File: config.mk
export PLATFORM = sky130hd
export DESIGN_NAME = prog_reg_port
export DESIGN_NICKNAME = d
export VERILOG_FILES = /design/src/rtl/prog_port_pkg.sv /design/src/rtl/prog_sync.sv /design/src/rtl/prog_ctrl.sv /design/src/rtl/prog_dpath.sv /design/src/rtl/prog_reg_port.sv
export SDC_FILE = /design/constraint.sdc
export NUM_CORES = 1
export LEC_CHECK = 0
export BUFFER_PORTS_ARGS = -buffer_cell sky130_fd_sc_hd__buf_2
export CORE_ASPECT_RATIO = 1.5
export CORE_MARGIN = 2
export CORE_UTILIZATION = 40
export CTS_CLUSTER_SIZE = 24
export DETAILED_ROUTE_END_ITERATION = 8
export PLACE_DENSITY = 0.6
export SYNTH_ARGS = -nofsm -noshare
export SYNTH_HDL_FRONTEND = slang
export SYNTH_SLANG_ARGS = --single-unit
File: constraint.sdc
create_clock -name clk -period 2.76 [get_ports clk]
set_input_delay 0.138 -clock clk [delete_from_list [all_inputs] [get_ports clk]]
set_output_delay 0.138 -clock clk [all_outputs]
set_load 0.02 [all_outputs]
File: src/rtl/prog_port_pkg.sv
package prog_port_pkg;
  // Strobes from control to datapath, one clock wide except drive
  typedef struct packed {
    logic capAddr;  // take address from bus
    logic wrEn;     // store bus into addressed register
    logic errSet;   // flag a refused access
    logic drive;    // a valid read is active
  } strobe_t;
endpackage

File: src/rtl/prog_sync.sv
module prog_sync #(
  parameter int W = 1,
  parameter int STAGES = 2,
  parameter logic [W-1:0] INIT = '0
) (
  input  logic         clk,
  input  logic         rst,
  input  logic [W-1:0] d,
  output logic [W-1:0] q
);
  logic [W-1:0] stg [STAGES];

  genvar s;
  generate
    for (s = 0; s < STAGES; s++) begin : g_stage
      if (s == 0) begin : g_first
        always_ff @(posedge clk) begin
          if (rst) stg[0] <= INIT;
          else     stg[0] <= d;
        end
      end else begin : g_next
        always_ff @(posedge clk) begin
          if (rst) stg[s] <= INIT;
          else     stg[s] <= stg[s-1];
        end
      end
    end
  endgenerate

  assign q = stg[STAGES-1];
endmodule

File: src/rtl/prog_ctrl.sv
module prog_ctrl
  import prog_port_pkg::*;
(
  input  logic    clk,
  input  logic    rst,
  input  logic    latchS,
  input  logic    csNs,
  input  logic    rdNs,
  input  logic    wrNs,
  output strobe_t strb
);
  logic latchPrev, csNPrev, rdNPrev, wrNPrev;
  logic armed;
  logic csAct, rdAct, wrAct;
  logic latchFall, csRelease, rdStart, wrStart;

  assign csAct     = !csNs;
  assign rdAct     = !rdNs;
  assign wrAct     = !wrNs;
  assign latchFall = latchPrev && !latchS;
  assign csRelease = !csNPrev && csNs;
  assign rdStart   = rdNPrev && !rdNs;
  assign wrStart   = wrNPrev && !wrNs;

  always_ff @(posedge clk) begin
    if (rst) begin
      latchPrev <= 1'b0;
      csNPrev   <= 1'b1;
      rdNPrev   <= 1'b1;
      wrNPrev   <= 1'b1;
    end else begin
      latchPrev <= latchS;
      csNPrev   <= csNs;
      rdNPrev   <= rdNs;
      wrNPrev   <= wrNs;
    end
  end

  // Armed by a latch pulse, disarmed whenever chip select is released
  always_ff @(posedge clk) begin
    if (rst)            armed <= 1'b0;
    else if (csRelease) armed <= 1'b0;
    else if (latchFall) armed <= 1'b1;
  end

  always_comb begin
    strb.capAddr = latchFall;
    strb.wrEn    = csAct && wrStart && !rdAct && armed;
    strb.errSet  = csAct && (rdStart || wrStart) && !armed;
    strb.drive   = csAct && rdAct && !wrAct && armed;
  end

  assert_both_no_write_R7: assert property (@(posedge clk) disable iff (rst)
    (!rdNs && !wrNs) |-> (!strb.wrEn && !strb.drive));
  assert_unarmed_silent_R5: assert property (@(posedge clk) disable iff (rst)
    !armed |-> (!strb.wrEn && !strb.drive));
  assert_disarm_on_release_R5: assert property (@(posedge clk) disable iff (rst)
    $rose(csNs) |=> !armed);
endmodule

File: src/rtl/prog_dpath.sv
module prog_dpath
  import prog_port_pkg::*;
#(
  parameter int NUM_REGS = 4,
  parameter int DW = 8,
  parameter logic [DW-1:0] STATUS_ADDR = 8'd7
) (
  input  logic          clk,
  input  logic          rst,
  input  logic [DW-1:0] busS,
  input  strobe_t       strb,
  output logic [DW-1:0] busOut,
  output logic          busOe
);
  logic [DW-1:0] addrQ;
  logic [DW-1:0] regs [NUM_REGS];
  logic          errFlag;
  logic [DW-1:0] readVal;

  always_ff @(posedge clk) begin
    if (rst)               addrQ <= '0;
    else if (strb.capAddr) addrQ <= busS;
  end

  genvar g;
  generate
    for (g = 0; g < NUM_REGS; g++) begin : g_reg
      always_ff @(posedge clk) begin
        if (rst) regs[g] <= '0;
        else if (strb.wrEn && addrQ == DW'(g)) regs[g] <= busS;
      end
    end
  endgenerate

  always_ff @(posedge clk) begin
    if (rst)              errFlag <= 1'b0;
    else if (strb.errSet) errFlag <= 1'b1;
  end

  always_comb begin
    readVal = '0;
    for (int i = 0; i < NUM_REGS; i++)
      if (addrQ == DW'(i)) readVal = regs[i];
    if (addrQ == STATUS_ADDR) readVal = {{(DW-1){1'b0}}, errFlag};
  end

  always_ff @(posedge clk) begin
    if (rst) begin
      busOe  <= 1'b0;
      busOut <= '0;
    end else begin
      busOe  <= strb.drive;
      busOut <= strb.drive ? readVal : '0;
    end
  end

  assert_reset_state_R1: assert property (@(posedge clk)
    rstIsHigh() |=> (!busOe && !errFlag));
  assert_err_sticky_R6: assert property (@(posedge clk) disable iff (rst)
    errFlag |=> errFlag);
  assert_status_readonly_R8: assert property (@(posedge clk) disable iff (rst)
    (strb.wrEn && addrQ == STATUS_ADDR) |=> (errFlag == $past(errFlag)));
  assert_excl_strobes_R5: assert property (@(posedge clk) disable iff (rst)
    !(strb.wrEn && strb.errSet));

  function automatic logic rstIsHigh();
    return rst;
  endfunction
endmodule

File: src/rtl/prog_reg_port.sv
module prog_reg_port
  import prog_port_pkg::*;
#(
  parameter int NUM_REGS = 4,
  parameter int DW = 8,
  parameter logic [DW-1:0] STATUS_ADDR = 8'd7,
  parameter int SYNC_STAGES = 2
) (
  input  logic          clk,
  input  logic          rstIn,
  input  logic          latchIn,
  input  logic          csN,
  input  logic          rdN,
  input  logic          wrN,
  input  logic [DW-1:0] busIn,
  output logic [DW-1:0] busOut,
  output logic          busOe
);
  logic [3:0]    ctlS;
  logic [DW-1:0] busS;
  strobe_t       strb;

  prog_sync #(.W(4), .STAGES(SYNC_STAGES), .INIT(4'b1110)) u_ctlSync (
    .clk(clk), .rst(rstIn), .d({csN, rdN, wrN, latchIn}), .q(ctlS));

  prog_sync #(.W(DW), .STAGES(SYNC_STAGES), .INIT('0)) u_busSync (
    .clk(clk), .rst(rstIn), .d(busIn), .q(busS));

  prog_ctrl u_ctrl (
    .clk(clk), .rst(rstIn), .latchS(ctlS[0]), .csNs(ctlS[3]),
    .rdNs(ctlS[2]), .wrNs(ctlS[1]), .strb(strb));

  prog_dpath #(.NUM_REGS(NUM_REGS), .DW(DW), .STATUS_ADDR(STATUS_ADDR)) u_dpath (
    .clk(clk), .rst(rstIn), .busS(busS), .strb(strb),
    .busOut(busOut), .busOe(busOe));

  assert_oe_release_R9: assert property (@(posedge clk) disable iff (rstIn)
    ($rose(ctlS[2]) || $rose(ctlS[3])) |=> !busOe);
endmodule

# Word-level counts from Yosys, hierarchy flattened
# Memory sizes are Yosys's and may differ from the RTL's.
# Index checks and enable logic that the tools add are counted.
word_totals:
  wordCells: 81
  ram_bits: 56
  input_bits: 14
  register_bits: 23
  n_memories: 3
  output_inout_bits: 9
memory_table:
  columns: ["memory", "depth", "word_bits", "read_ports", "rd_clocked_by_memory_dff", "write_ports", "line_no", "text"]
  rows:
  - ["u_dpath.regs", 4, 8, 4, 0, 4, "prog_dpath.sv:16", "logic [DW-1:0] regs [NUM_REGS];"]
  - ["u_busSync.stg", 2, 8, 2, 0, 2, "prog_sync.sv:11", "logic [W-1:0] stg [STAGES];"]
  - ["u_ctlSync.stg", 2, 4, 2, 0, 2, "prog_sync.sv:11", null]
classes:
  reduce_logical: 27
  n_eq_ne: 4
  mux: 28
  n_bitwise: 9
op_table:
  columns: ["cell", "count"]
  rows:
  - ["$mux 8", 10]
  - ["$eq 8x2->1 const B", 2]
  - ["$logic_and 1x1->1", 16]
  - ["$mux 1", 16]
  - ["$eq 8x1->1 const B", 1]
  - ["$eq 8x3->1 const B", 1]
  - ["$logic_not 8->1", 1]
  - ["$mux 4", 2]
  - ["$or 1x1->1", 8]
  - ["$logic_not 1->1", 6]
  - ["$reduce_or 2->1", 2]
  - ["$reduce_or 3->1", 1]
  - ["$logic_or 1x1->1", 1]
  - ["$not 1->1", 1]

# Logic depth before layout (Yosys ltp)
# An unclocked memory read counts as a cell.
logic_depth:
  ltp_word: 11
  ltp_mapped: 5
  mapped_depth_nobuf: 4

# Cells and area by module
# Synthesis repeated with hierarchy kept, for this count alone.
unflattened:
  cells_unflattened: 218
  area_unflattened_um2: 2941.6
by_module_without_submodules:
  columns: ["module", "area_per_inst_um2", "seq_area_each_um2", "cells_per_inst", "instances"]
  rows:
  - ["prog_dpath", 2055.7, 1321.3, 150, 1]
  - ["prog_sync at u_busSync", 464.2, 320.3, 33, 1]
  - ["prog_ctrl", 211.5, 100.1, 19, 1]
  - ["prog_sync at u_ctlSync", 210.2, 160.2, 16, 1]

# Least setup slack after synthesis
# Ideal clock, no wire load.
synth_path:
  kind: "reg2reg"
  start: "reg u_dpath.addrQ[6]"
  end: "mem u_dpath.regs[0][0] (enable)"
  required_time_ns: 2.373
  setup_slack_ns: 0.350
  arrival_ns: 2.024
  period_less_slack_ns: 2.410
  path_buffers: 1
  setup_ns: 0.387
  path_stages_with_launch: 5
  cell_sequence: "dfxtp_1 > or4_1 > or3_1 > buf_6 > o31ai_1"
synth_lines:
  columns: ["element", "line_no", "text"]
  rows:
  - ["start, declared", "prog_dpath.sv:15", "logic [DW-1:0] addrQ;"]
  - ["start signal, assigned", "prog_dpath.sv:22", "else if (strb.capAddr) addrQ <= busS;"]
  - ["end, declared", "prog_dpath.sv:16", null]

==> flow_summary.ini <==
[status]
status = finished clean

[min_path]
hp-start = rstIn
holdPathEnd = u_dpath.errFlag
hp-class = input pin to register
hold_depth = 2

[timing]
finClkSkew_ps = 6.102
hold_viol_final = 0
setup_ws_ps = 571.0
fmax_mhz = 456.8
worstMarginPinSlew_ps = 589.9
fin_crit_ps = 2189
finalCritPeriodShare_pct = 79.31
setup_tns_ps = 0
finalSetupViolCount = 0
maxSlewViolCount = 0
rsz0062_at_grt = no
slew_headroom_pct = 59.66

[logic_synthesis]
syn_inst = 239
synth-simple-area-share_pct = 20.97
ys_warn_count = 0
synthMuxAreaShare_pct = 0.7702
synth_fa_ha_area_share_pct = 0
syn-num-nets = 253
ys_seq_area_share_pct = 65.04
yosysTopAreaCellShare_pct = 32.86
synth_cell_types = 34
synth_top_family_by_area = simple AND/OR/NAND/NOR gates
synth_top_cell_by_area = edfxtp_1
netlist_area_um2 = 2924
synth_xor_area_share_pct = 0
synthTopCellsByArea = edfxtp_1 33%, dfxtp_1 32%, and2_1 6.8%, nor2b_1 4.5%, nand2_1 2.2%
synth-compound-area-share_pct = 9.842
ys_ff_latch = 79
avgSynthCellArea_um2 = 12.23

[route]
ant_nets = 0
num_vias = 1783
avgRoutedWirePerCell_um = 13.77
avgViaCountPerCell = 4.631
drt-total-wl_um = 5300
dr.pass1.iters = 4
drt_iter0_drc = 83
drc = 0

[grt]
grt_pass1_wl_um = 8300
grt_max_degree = 26
gr-total-overflow = 0
grt_antenna_before_repair = 0
grt_usage_pct = 14.70
grt_pass1_vias = 1653

[floorplanning]
rows = 38
die_x_um = 73.81
die_y_um = 108.7
start_util_pct = 40.73
ios = 23
fp.coreArea_um2 = 7179
die_area_um2 = 8024

[power]
ir_drop_mv = 0.3548
cellPowerDensity_nw_per_um2 = 618.0
p_leak_nw = 1.326

[setup_path]
critPathLaunchType = register
cp_top_family = simple AND/OR/NAND/NOR gates
worst-path-buf-inv = 1
crit_path_end_kind = register
crit_type = register to register
reg2reg_to = u_dpath.regs[3][3]
crit_fanout = 8
reg2reg_slack_ps = 570
regToRegStartpoint = u_dpath.addrQ[6]
slowest_delay_ps = 530
crit_required_ps = 2820
critPathSlowestCell = or4_1
crit_arrival_ps = 2240
r2r_cells = 4
path_cells = or4_1 > or3_1 > o31ai_1 > buf_4

[clock_tree]
cts_buffers = 9
clkSinkCount = 79
cts_max_level = 3
clockBufferDepth = 2
path_clk_slew_ps = 70
clk_latency_ps = 340
cts_root_buf = clkbuf_8
cts_tree = built

[place]
portBuffers = 22
dp_hpwl_um = 3734
post-place-ws_ps = 584.3
place_congestion = 0.7850

[job]
cap_viol_max_count = 0

[final_layout]
area_growth_pct = 18.40
fin_nets = 294
layout-drive-gt1-share_pct = 21.40
diodes = 0
==> cells by family (layout without fill, tap and decap cells) <==
family                 after synthesis  count (layout)
multiplexers                         1               1
flip-flops                          79              79
AND/OR/NAND/NOR                     98              98
AO/OA/AOI/OAI                       38              38
buffers and inverters               23              69
==> flip-flops by register name, summed over array words and instances, names as in the netlist <==
signal	flops
u_dpath.regs	32
u_ctlSync.stg	8
u_busSync.stg	16
u_ctrl.wrNPrev	1
u_ctrl.armed	1
u_ctrl.csNPrev	1
u_dpath.busOut	8
u_dpath.errFlag	1
u_ctrl.rdNPrev	1
u_dpath.addrQ	8
u_dpath.busOe	1
u_ctrl.latchPrev	1
==> worst max path at each step <==
stage | from | end | slack (ps) | cells past startpoint
after detailed placement | u_dpath.addrQ[6] | u_dpath.regs[0][4] | 580 | 4
after CTS | u_dpath.addrQ[6] | u_dpath.regs[3][4] | 560 | 4
final | u_dpath.addrQ[6] | u_dpath.regs[3][3] | 570 | 4
after floorplan | u_dpath.addrQ[6] | u_dpath.regs[0][0] | 350 | 4
after global routing | u_dpath.addrQ[6] | u_dpath.regs[1][1] | 420 | 4
after global placement | u_dpath.addrQ[6] | u_dpath.regs[1][5] | 590 | 4
==> per-layer routing <==
layer	GRT usage [%]	wire, um	share of wire [%]	up-vias
li1	-	-	-	910
met1	15.11	2101	40	823
met2	25.77	2843	54	37
met3	3.882	150	2.8	13
met4	9.221	206	3.9	0
met5	0	0	0	-
==> Yosys cell counts (all sizes together) <==
cell and instances:
or3 1, or4 1, edfxtp 32, nor3 2, dfxtp 47, o2bb2ai 6
nand3 1, nor2 4, nor4 4, o31ai 3, inv 13, nand2b 3
nand4b 2, a2bb2o 1, a2111oi 1, o21ai 8, nand4 1, o221ai 7
mux4 1, buf 5, nor2b 21, clkbuf 5, a311o 1, or2 9
o22ai 1, o221a 1, and2 32, nand2 17, a21oi 9
==> power breakdown <==
group | internal, W | total, W | switching (W)
clock | 0.000411 | 0.000798 | 0.000387
combinational | 0.0000402 | 0.0000767 | 0.0000365
sequential | 0.00125 | 0.00127 | 0.0000195
==> per-stage QoR <==
step           std cells  instance area, um2  hold slack [ps]  utilization, %  power (W)
6_report             385                3462            194.6           48.22   0.002139
3_3_place_gp         357                3154            321.0           43.94   0.001356
5_1_grt              385                3462            203.8           48.22   0.002224
2_1_floorplan        239                2924            229.9               -   0.001326
4_1_cts              385                3462            181.8           48.22   0.002167
3_5_place_dp         357                3154            325.8           43.94   0.001357
==> placed cells by master, fill, tap and decap left out, types with 2 or more instances in the layout <==
| master | instances |
|---|---|
| a21oi_1 | 9 |
| and2_1 | 32 |
| buf_2 | 22 |
| buf_4 | 6 |
| clkbuf_8 | 9 |
| clkinv_2 | 5 |
| dfxtp_1 | 47 |
| dlygate4sd3_1 | 12 |
| edfxtp_1 | 32 |
| inv_1 | 13 |
| nand2_1 | 17 |
| nand2b_1 | 3 |
| nand4b_1 | 2 |
| nor2_1 | 4 |
| nor2b_1 | 21 |
| nor4_4 | 3 |
| o21ai_0 | 8 |
| o221ai_1 | 7 |
| o2bb2ai_1 | 6 |
| o31ai_1 | 3 |
| or2_2 | 9 |
==> cell type report <==
cell class                      instances  area [um2]
Clock buffer                            9       123.9
Clock inverter                          7       63.81
Fill cell                             646        3717
Inverter                               13       48.80
Multi-Input combinational cell        137       923.4
Sequential cell                        79        1902
Tap cell                              100       125.1
Timing Repair Buffer                   40       275.3
==> timing repair <==
action,4_1_cts,5_1_grt
setup buffers,0,0
resized for setup,0,0
hold endpoints to repair,12,0
hold buffers,12,0
Note: power is estimated with default switching activity, not from simulation.
